### src/rtl/rxr_pkg.sv
package rxr_pkg;

  typedef enum logic [1:0] {
    ST_IDLE = 2'd0,
    ST_FILL = 2'd1,
    ST_SKIP = 2'd2
  } rxr_state_t;

  // status byte: [7] empty, [6] wrap, [5] last, [4:3] zero,
  // [2] short, [1] truncated, [0] receive error
  typedef struct packed {
    logic       empty;
    logic       wrap;
    logic       last;
    logic [1:0] rsvd;
    logic       short_f;
    logic       trunc;
    logic       err;
  } rxr_stat_t;

  function automatic rxr_stat_t rxr_fresh_stat(input logic wrap);
    rxr_stat_t s;
    s       = '0;
    s.empty = 1'b1;
    s.wrap  = wrap;
    return s;
  endfunction

endpackage

### src/rtl/rxr_desc_ring.sv
module rxr_desc_ring
  import rxr_pkg::*;
#(
  parameter int RING_DEPTH = 8,
  parameter int LEN_W      = 16,
  localparam int IDX_W     = $clog2(RING_DEPTH)
) (
  input  logic             clk,
  input  logic             rst,
  input  logic             host_we,
  input  logic [IDX_W-1:0] host_idx,
  input  logic             host_wrap,
  input  logic [IDX_W-1:0] host_rd_idx,
  output logic [7:0]       host_rd_stat,
  output logic [LEN_W-1:0] host_rd_len,
  input  logic             wb_fire,
  input  logic [IDX_W-1:0] wb_idx,
  input  rxr_stat_t        wb_stat,
  input  logic [LEN_W-1:0] wb_len,
  input  logic [IDX_W-1:0] cur_idx,
  output logic             cur_empty,
  output logic             cur_wrap
);

  rxr_stat_t        stat_q [RING_DEPTH];
  logic [LEN_W-1:0] len_q  [RING_DEPTH];

  always_ff @(posedge clk) begin
    if (rst) begin
      for (int i = 0; i < RING_DEPTH; i++) begin
        stat_q[i] <= '0;
        len_q[i]  <= '0;
      end
    end else begin
      if (host_we) begin
        stat_q[host_idx] <= rxr_fresh_stat(host_wrap);
        len_q[host_idx]  <= '0;
      end
      // a completing frame wins over a host write to the same slot
      if (wb_fire) begin
        stat_q[wb_idx] <= wb_stat;
        len_q[wb_idx]  <= wb_len;
      end
    end
  end

  always_ff @(posedge clk) begin
    if (rst) begin
      host_rd_stat <= '0;
      host_rd_len  <= '0;
    end else begin
      host_rd_stat <= stat_q[host_rd_idx];
      host_rd_len  <= len_q[host_rd_idx];
    end
  end

  always_comb begin
    cur_empty = stat_q[cur_idx].empty;
    cur_wrap  = stat_q[cur_idx].wrap;
  end

endmodule

### src/rtl/rxr_buf_ram.sv
module rxr_buf_ram #(
  parameter int WORDS   = 256,
  localparam int ADDR_W = $clog2(WORDS)
) (
  input  logic              clk,
  input  logic              we,
  input  logic [ADDR_W-1:0] waddr,
  input  logic [7:0]        wdata,
  input  logic [ADDR_W-1:0] raddr,
  output logic [7:0]        rdata
);

  logic [7:0] mem [WORDS];

  always_ff @(posedge clk) begin
    if (we) mem[waddr] <= wdata;
    rdata <= mem[raddr];
  end

endmodule

### src/rtl/rxr_fsm.sv
module rxr_fsm
  import rxr_pkg::*;
#(
  parameter int RING_DEPTH = 8,
  parameter int BUF_BYTES  = 32,
  parameter int LEN_W      = 16,
  localparam int IDX_W     = $clog2(RING_DEPTH),
  localparam int OFF_W     = $clog2(BUF_BYTES),
  localparam int ADDR_W    = IDX_W + OFF_W
) (
  input  logic              clk,
  input  logic              rst,
  input  logic              in_valid,
  input  logic              in_sof,
  input  logic              in_eof,
  input  logic              in_err,
  input  logic [7:0]        in_data,
  input  logic [LEN_W-1:0]  lim,
  input  logic [LEN_W-1:0]  min_len,
  input  logic              cur_empty,
  input  logic              cur_wrap,
  input  logic              grs_req,
  input  logic              clr_busy,
  input  logic              clr_grsc,
  input  logic              rhalt_clr,
  output logic              buf_we,
  output logic [ADDR_W-1:0] buf_waddr,
  output logic [7:0]        buf_wdata,
  output logic              wb_fire,
  output rxr_stat_t         wb_stat,
  output logic [LEN_W-1:0]  wb_len,
  output logic              busy_set,
  output logic [IDX_W-1:0]  wr_idx,
  output logic              evt_busy,
  output logic              evt_grsc,
  output logic              halted,
  output logic              stopped
);

  rxr_state_t       st, st_n;
  logic [LEN_W-1:0] cnt, cnt_n, cnt_base, cnt_acc;
  logic             trunc, trunc_n, tr_acc;
  logic             err, err_n, er_acc;
  logic             take, fill;
  logic [IDX_W-1:0] idx_n;
  logic             stopped_n;

  always_comb begin
    cnt_base = (st == ST_IDLE) ? '0 : cnt;
    take     = cnt_base < lim;
    cnt_acc  = take ? cnt_base + 1'b1 : cnt_base;
    tr_acc   = ((st == ST_IDLE) ? 1'b0 : trunc) | ~take;
    er_acc   = ((st == ST_IDLE) ? 1'b0 : err) | in_err;
  end

  always_comb begin
    st_n     = st;
    cnt_n    = cnt;
    trunc_n  = trunc;
    err_n    = err;
    idx_n    = wr_idx;
    buf_we   = 1'b0;
    wb_fire  = 1'b0;
    busy_set = 1'b0;
    fill     = 1'b0;
    unique case (st)
      ST_IDLE: begin
        if (in_valid && in_sof) begin
          if (halted || stopped) begin
            if (!in_eof) st_n = ST_SKIP;
          end else if (!cur_empty) begin
            busy_set = 1'b1;
            if (!in_eof) st_n = ST_SKIP;
          end else begin
            fill = 1'b1;
          end
        end
      end
      ST_FILL: begin
        if (in_valid) fill = 1'b1;
      end
      ST_SKIP: begin
        if (in_valid && in_eof) st_n = ST_IDLE;
      end
      default: st_n = ST_IDLE;
    endcase
    if (fill) begin
      buf_we  = take;
      cnt_n   = cnt_acc;
      trunc_n = tr_acc;
      err_n   = er_acc;
      if (in_eof) begin
        wb_fire = 1'b1;
        st_n    = ST_IDLE;
        idx_n   = cur_wrap ? '0 : wr_idx + 1'b1;
      end else begin
        st_n = ST_FILL;
      end
    end
  end

  always_comb begin
    buf_waddr       = {wr_idx, cnt_base[OFF_W-1:0]};
    buf_wdata       = in_data;
    wb_len          = cnt_acc;
    wb_stat         = '0;
    wb_stat.wrap    = cur_wrap;
    wb_stat.last    = 1'b1;
    wb_stat.short_f = cnt_acc < min_len;
    wb_stat.trunc   = tr_acc;
    wb_stat.err     = er_acc;
  end

  // park only at a frame boundary
  assign stopped_n = grs_req & (stopped | (st_n == ST_IDLE));

  always_ff @(posedge clk) begin
    if (rst) begin
      st       <= ST_IDLE;
      cnt      <= '0;
      trunc    <= 1'b0;
      err      <= 1'b0;
      wr_idx   <= '0;
      evt_busy <= 1'b0;
      evt_grsc <= 1'b0;
      halted   <= 1'b0;
      stopped  <= 1'b0;
    end else begin
      st       <= st_n;
      cnt      <= cnt_n;
      trunc    <= trunc_n;
      err      <= err_n;
      wr_idx   <= idx_n;
      evt_busy <= (evt_busy & ~clr_busy) | busy_set;
      evt_grsc <= (evt_grsc & ~clr_grsc) | (stopped_n & ~stopped);
      halted   <= (halted & ~rhalt_clr) | busy_set;
      stopped  <= stopped_n;
    end
  end

endmodule

### src/rtl/rxr_ring_writer.sv
module rxr_ring_writer
  import rxr_pkg::*;
#(
  parameter int RING_DEPTH = 8,
  parameter int BUF_BYTES  = 32,
  parameter int LEN_W      = 16
) (
  input  logic                                   clk,
  input  logic                                   rst,
  input  logic [LEN_W-1:0]                       max_len,
  input  logic [LEN_W-1:0]                       min_len,
  input  logic                                   in_valid,
  input  logic                                   in_sof,
  input  logic                                   in_eof,
  input  logic                                   in_err,
  input  logic [7:0]                             in_data,
  input  logic                                   host_desc_we,
  input  logic [$clog2(RING_DEPTH)-1:0]          host_desc_idx,
  input  logic                                   host_desc_wrap,
  input  logic [$clog2(RING_DEPTH)-1:0]          host_rd_idx,
  output logic [7:0]                             host_rd_stat,
  output logic [LEN_W-1:0]                       host_rd_len,
  input  logic [$clog2(RING_DEPTH*BUF_BYTES)-1:0] buf_rd_addr,
  output logic [7:0]                             buf_rd_data,
  input  logic                                   grs_req,
  input  logic                                   evt_clr_busy,
  input  logic                                   evt_clr_grsc,
  input  logic                                   rhalt_clr,
  output logic                                   evt_busy,
  output logic                                   evt_grsc,
  output logic                                   rx_halted,
  output logic                                   rx_stopped,
  output logic [$clog2(RING_DEPTH)-1:0]          wr_idx
);

  localparam int IDX_W  = $clog2(RING_DEPTH);
  localparam int WORDS  = RING_DEPTH * BUF_BYTES;
  localparam int ADDR_W = $clog2(WORDS);
  localparam logic [LEN_W-1:0] BUF_CAP = LEN_W'(BUF_BYTES);

  logic [LEN_W-1:0]  lim;
  logic              cur_empty, cur_wrap;
  logic              buf_we;
  logic [ADDR_W-1:0] buf_waddr;
  logic [7:0]        buf_wdata;
  logic              wb_fire;
  rxr_stat_t         wb_stat;
  logic [LEN_W-1:0]  wb_len;
  logic              busy_set;

  assign lim = (max_len > BUF_CAP) ? BUF_CAP : max_len;

  rxr_fsm #(
    .RING_DEPTH(RING_DEPTH), .BUF_BYTES(BUF_BYTES), .LEN_W(LEN_W)
  ) u_fsm (
    .clk(clk), .rst(rst),
    .in_valid(in_valid), .in_sof(in_sof), .in_eof(in_eof),
    .in_err(in_err), .in_data(in_data),
    .lim(lim), .min_len(min_len),
    .cur_empty(cur_empty), .cur_wrap(cur_wrap),
    .grs_req(grs_req), .clr_busy(evt_clr_busy), .clr_grsc(evt_clr_grsc),
    .rhalt_clr(rhalt_clr),
    .buf_we(buf_we), .buf_waddr(buf_waddr), .buf_wdata(buf_wdata),
    .wb_fire(wb_fire), .wb_stat(wb_stat), .wb_len(wb_len),
    .busy_set(busy_set), .wr_idx(wr_idx),
    .evt_busy(evt_busy), .evt_grsc(evt_grsc),
    .halted(rx_halted), .stopped(rx_stopped)
  );

  rxr_desc_ring #(
    .RING_DEPTH(RING_DEPTH), .LEN_W(LEN_W)
  ) u_ring (
    .clk(clk), .rst(rst),
    .host_we(host_desc_we), .host_idx(host_desc_idx), .host_wrap(host_desc_wrap),
    .host_rd_idx(host_rd_idx), .host_rd_stat(host_rd_stat), .host_rd_len(host_rd_len),
    .wb_fire(wb_fire), .wb_idx(wr_idx), .wb_stat(wb_stat), .wb_len(wb_len),
    .cur_idx(wr_idx), .cur_empty(cur_empty), .cur_wrap(cur_wrap)
  );

  rxr_buf_ram #(
    .WORDS(WORDS)
  ) u_buf (
    .clk(clk), .we(buf_we), .waddr(buf_waddr), .wdata(buf_wdata),
    .raddr(buf_rd_addr), .rdata(buf_rd_data)
  );

endmodule

### config.mk
export PLATFORM = sky130hd
export DESIGN_NAME = rxr_ring_writer
export DESIGN_NICKNAME = d
export VERILOG_FILES = /design/src/rtl/rxr_pkg.sv /design/src/rtl/rxr_desc_ring.sv /design/src/rtl/rxr_buf_ram.sv /design/src/rtl/rxr_fsm.sv /design/src/rtl/rxr_ring_writer.sv
export SDC_FILE = /design/constraint.sdc
export NUM_CORES = 2
export LEC_CHECK = 0
export BUFFER_PORTS_ARGS = -buffer_cell sky130_fd_sc_hd__buf_4
export CAP_MARGIN = 20
export CORE_MARGIN = 10
export CORE_UTILIZATION = 50
export DETAILED_ROUTE_END_ITERATION = 8
export GPL_TIMING_DRIVEN = 0
export PLACE_DENSITY = 0.68
export SLEW_MARGIN = 15
export SYNTH_ARGS = -nofsm -noshare
export SYNTH_HDL_FRONTEND = slang
export SYNTH_SLANG_ARGS = --single-unit
### constraint.sdc
create_clock -name clk -period 4.64 [get_ports clk]
set_input_delay 0 -clock clk [delete_from_list [all_inputs] [get_ports clk]]
set_output_delay 0 -clock clk [all_outputs]
set_load 0.01 [all_outputs]
==> summary.txt <==
Route
  – Final ANT Viol Nets: 0
  – First-pass DRT Iterations: 6
  – Vias: 48387
  – Iteration-0 DRC Markers: 6126
  – Detailed-route vias per instance: ~6.3
  – Routed WL: 247000 um
  – DRC: 0
  – Wirelength per Cell: 32.0 um

Power
  – Combinational Power Share: 0.051
  – Clock share of power: 0.417
  – Switching power: 9.22 mW
  – Switching Share: 0.216
  – Sequential share of power: 0.531
  – Tot Pwr: 42.8 mW
  – P_leak: about 34 nW
  – Maximum vdd drop: 0.405 mV
  – Pwr dens: ~410 nW/um^2
  – Int Pwr: roughly 34 mW

Synthesis
  – Post-Syn Instances: 4685
  – Post-synthesis sequential area ratio: 0.749
  – Synthesized area per cell: 19.3 um^2
  – Number of flops mapped to enable cells by yosys: 2208
  – Synthesis Warnings: 0
  – Post-Syn Area: 90500 um^2
  – Ys flop type: edfxtp_1
  – Async S/R FF share, synth: 0
  – Yosys cell types: 61
  – Number of synthesized register bits: 2284

Global route
  – Met1 usage: 0.322
  – Vias in the first global route: approximately 48000
  – Number of antenna violations at the first check in global routing: 12
  – Gr busiest metal: met2
  – Global-route wire length before repair: 349000 um
  – Grt ovf: 0
  – Overall routing resource usage: 0.246
  – Routing usage on met3: 0.0559
  – Largest net degree at the start of global routing: 136
  – Grt met2 use: 0.400

Place
  – Port Buffers: between 90 and 100
  – DP Cell Count: between 7000 and 8000
  – Gpl congestion: 0.971
  – Post-DP HPWL: 164000 um

Critical path
  – Reg2reg end: u_buf.mem[117][7]
  – Crit Path Max Fanout: 10
  – Worst path arrival time: between 5 and 6 ns
  – Crit path kind: reg2reg
  – CP Launch Type: flip-flop
  – FF-to-FF path depth: 12
  – Crit path largest cell delay: 0.61 ns
  – FF-to-FF setup slack: -0.09 ns
  – CP delay by family, top: simple AND/OR/NAND/NOR gates
  – Crit path required time: between 5 and 6 ns
  – Worst r2r src: u_fsm.st[0]
  – Buf/Inv on CP: 4
  – CP cell instances: buf_6 -> o21ai_0 -> buf_4 -> inv_2 -> ha_1 -> nand4_1 -> nor2_1 -> a32o_4 -> nor3_4 -> nand3_2 -> clkbuf_2 -> nor2_2
  – Crit-path slowest cell: nor2_2
  – CP Capture Type: flip-flop

Clock network
  – Root Driver: clkbuf_16
  – Clk buf depth: 3
  – CTS tree: done
  – Clock transition at path regs: 0.07 ns
  – Cts bufs inserted: between 200 and 250
  – CTS H-tree depth: 4
  – CTS sink cnt: 2284
  – Clock latency on the worst-skew pair: 0.86 ns

STA
  – Tcrit/Tclk final: 1.02
  – Final Slew Violations: 0
  – Final setup viols: 248
  – Fin. Hold Viols: 0
  – Slew at the pin closest to its max-slew limit: 1.40 ns
  – RSZ-0062 raised after global routing: yes
  – Final setup margin: -0.0869 ns
  – Max_slew headroom: 0.0666
  – Skew final: 0.0373 ns
  – FMAX: 0.212 GHz
  – Min Tclk post-route: between 4 and 5 ns

Flow run
  – Max-cap violations: 0

Floorplanning
  – Initial Util: 0.502
  – Core region area: between 150000 and 200000 um^2
  – Die Area: 199000 um^2
  – IO Count: 105
  – Die Width: 446 um
  – Row count: 156
  – Die Span Y: roughly 450 um

Status
  – Violated checks: negative setup slack
  – Status: finished with violations

Min path
  – Worst min path class: in2reg
  – Hold Crit Start: max_len[3]
  – Worst hold path cell count: 8
  – Hold Path End: u_fsm.cnt[8]

Layout
  – Final #Nets: 5258
  – Fraction of layout cells with a size suffix above 1: 0.267
  – Area Overhead vs Synth: 15.5%
  – Layout Cells excl Fill: 7723
==> Yosys cell counts (3+ instances only) <==
master	count	area [um^2]
a22oi_1	46	345
nand3_1	61	305
mux2i_1	271	2710
a2bb2oi_1	7	61.3
o211ai_1	36	270
a31oi_1	5	31.3
a21oi_1	99	495
a211oi_1	4	30.0
o21ai_0	27	135
and3_1	24	150
nor2_1	461	1730
nand3_4	9	158
a21o_1	6	45.0
nand2_1	210	788
and2_1	6	37.5
a221o_1	33	330
dfxtp_1	76	1520
ha_1	35	438
xnor2_1	15	131
inv_1	47	176
buf_1	34	128
a221oi_1	16	140
nor2b_1	27	169
nor4_1	15	93.8
nand2b_1	27	169
or3_1	3	18.8
edfxtp_1	2208	66300
a41o_1	8	80.1
nand3b_1	14	105
mux4_2	512	11500
or2_2	3	18.8
clkbuf_1	104	390
nand4_1	28	175
nor3_1	27	135
buf_2	101	505
or4_1	8	60.1
buf_4	32	240
nor4_2	4	50.1
nor3_2	5	50.1
nor3b_1	4	30.0
==> worst reg2reg max path, delay by kind of cell, from the launching register on <==
family	cells	cell delay, ns
adders and majority gates	1	0.32
and+or+nand+nor	5	1.80
buffers and inverters	4	1.20
AOI/OAI and AO/OA	2	0.73
DFF	1	0.32
==> flip-flops by register name (all words and copies together), names as in the netlist, named ones only <==
signal / count
u_ring.len_q: 128
u_fsm.stopped: 1
u_ring.host_rd_len: 16
u_buf.rdata: 8
u_fsm.halted: 1
u_fsm.trunc: 1
u_fsm.st: 2
u_ring.stat_q: 48
u_buf.mem: 2048
u_fsm.err: 1
u_fsm.cnt: 16
u_fsm.evt_busy: 1
u_ring.host_rd_stat: 6
u_fsm.wr_idx: 3
u_fsm.evt_grsc: 1
==> power by group through the flow <==
stage	sequential [mW]	clock, mW	combinational (mW)
after detailed placement	23.2	0	2.14
after global placement	23.2	0	2.05
after floorplan	23.2	0	1.06
after global routing	22.7	18.8	2.29
final	22.7	17.8	2.20
after CTS	22.7	18.0	2.18
==> cells by family after synthesis <==
logic type	Yosys count	share of synthesized area
simple gates	947	0.0482
mux	786	0.158
fa+ha+maj	35	0.00484
xor+xnor	15	0.00145
flops	2284	0.749
compound gates	296	0.0226
buf+inv	320	0.0161
other cells	2	0.0000829
==> metrics by stage <==
step,hold WS [ns],cell area [um^2],TNS (ns),utilization,worst slack (ns)
2_1_floorplan,0.0989,90600,0,-,0.0306
3_3_place_gp,0.275,94200,-1249.03,0.523,-1.42
3_5_place_dp,0.270,94900,-1099.73,0.526,-1.16
4_1_cts,0.000712,104000,-4.64,0.575,-0.0554
5_1_grt,0.0657,105000,-56.50,0.580,-0.176
6_report,0.0511,105000,-5.41,0.580,-0.0869
==> final cells by class <==
cell class / count / area [um^2]
diodes: 2 / 5.00
plain buffers: 270 / 1360
multi-input cells: 2091 / 22600
clock buffers: 271 / 5870
flip-flops and latches: 2284 / 67800
repair buffers: 241 / 2460
clock inverters: 146 / 1300
fillers: 13139 / 75800
well taps: 2370 / 2970
inverters: 48 / 180
==> placed cells by master, fill, tap and decap left out, types with 27 or more instances in the layout <==
| master | netlist | routed |
|---|---|---|
| nand3_1 | 61 | 54 |
| buf_4 | 32 | 181 |
| nor2_2 | 0 | 73 |
| nand2b_1 | 27 | 27 |
| nor2_1 | 461 | 297 |
| clkinv_2 | 0 | 46 |
| nand4_1 | 28 | 28 |
| clkinv_1 | 0 | 52 |
| clkbuf_1 | 104 | 128 |
| buf_1 | 34 | 32 |
| dlygate4sd3_1 | 0 | 45 |
| clkbuf_16 | 0 | 226 |
| buf_2 | 101 | 102 |
| mux4_2 | 512 | 512 |
| o211ai_1 | 36 | 36 |
| inv_1 | 47 | 41 |
| ha_1 | 35 | 34 |
| edfxtp_1 | 2208 | 2208 |
| a22oi_1 | 46 | 46 |
| nand2_1 | 210 | 208 |
| nor2b_1 | 27 | 27 |
| nor2_4 | 0 | 91 |
| mux2i_1 | 271 | 271 |
| a21oi_1 | 99 | 98 |
| a221o_1 | 33 | 33 |
| dfxtp_1 | 76 | 75 |
==> repair_timing <==
action	CTS	global route
hold endpoints to repair	1465	0
endpoints found under the setup margin	2056	1747
cloned	1	1
buffers inserted	39	26
hold buffers	45	0
pin swaps	33	21
resized for setup	257	97
==> layer usage <==
layer	vias to the layer above	part of all wire	wire length (um)
met5	-	0.00011	27
met4	4	0.044	11000
met3	501	0.097	23900
met2	2585	0.49	121000
met1	25346	0.37	91700
li1	19951	-	-
==> how the worst max path moves through the flow <==
| stage | startpoint | endpoint | slack (ns) | cells after the start |
|---|---|---|---|---|
| after floorplan | u_fsm.st[0] | u_ring.stat_q[0][2] | 0.03 | 23 |
| after global placement | u_fsm.st[0] | u_buf.mem[97][1] | -1.42 | 12 |
| after detailed placement | u_fsm.st[1] | u_ring.stat_q[3][2] | -1.16 | 23 |
| after CTS | u_fsm.st[0] | u_buf.mem[246][1] | -0.06 | 16 |
| after global routing | u_fsm.st[0] | u_buf.mem[96][6] | -0.18 | 13 |
| final | u_fsm.st[0] | u_buf.mem[117][7] | -0.09 | 12 |
Power figures use the tool's default switching activity.
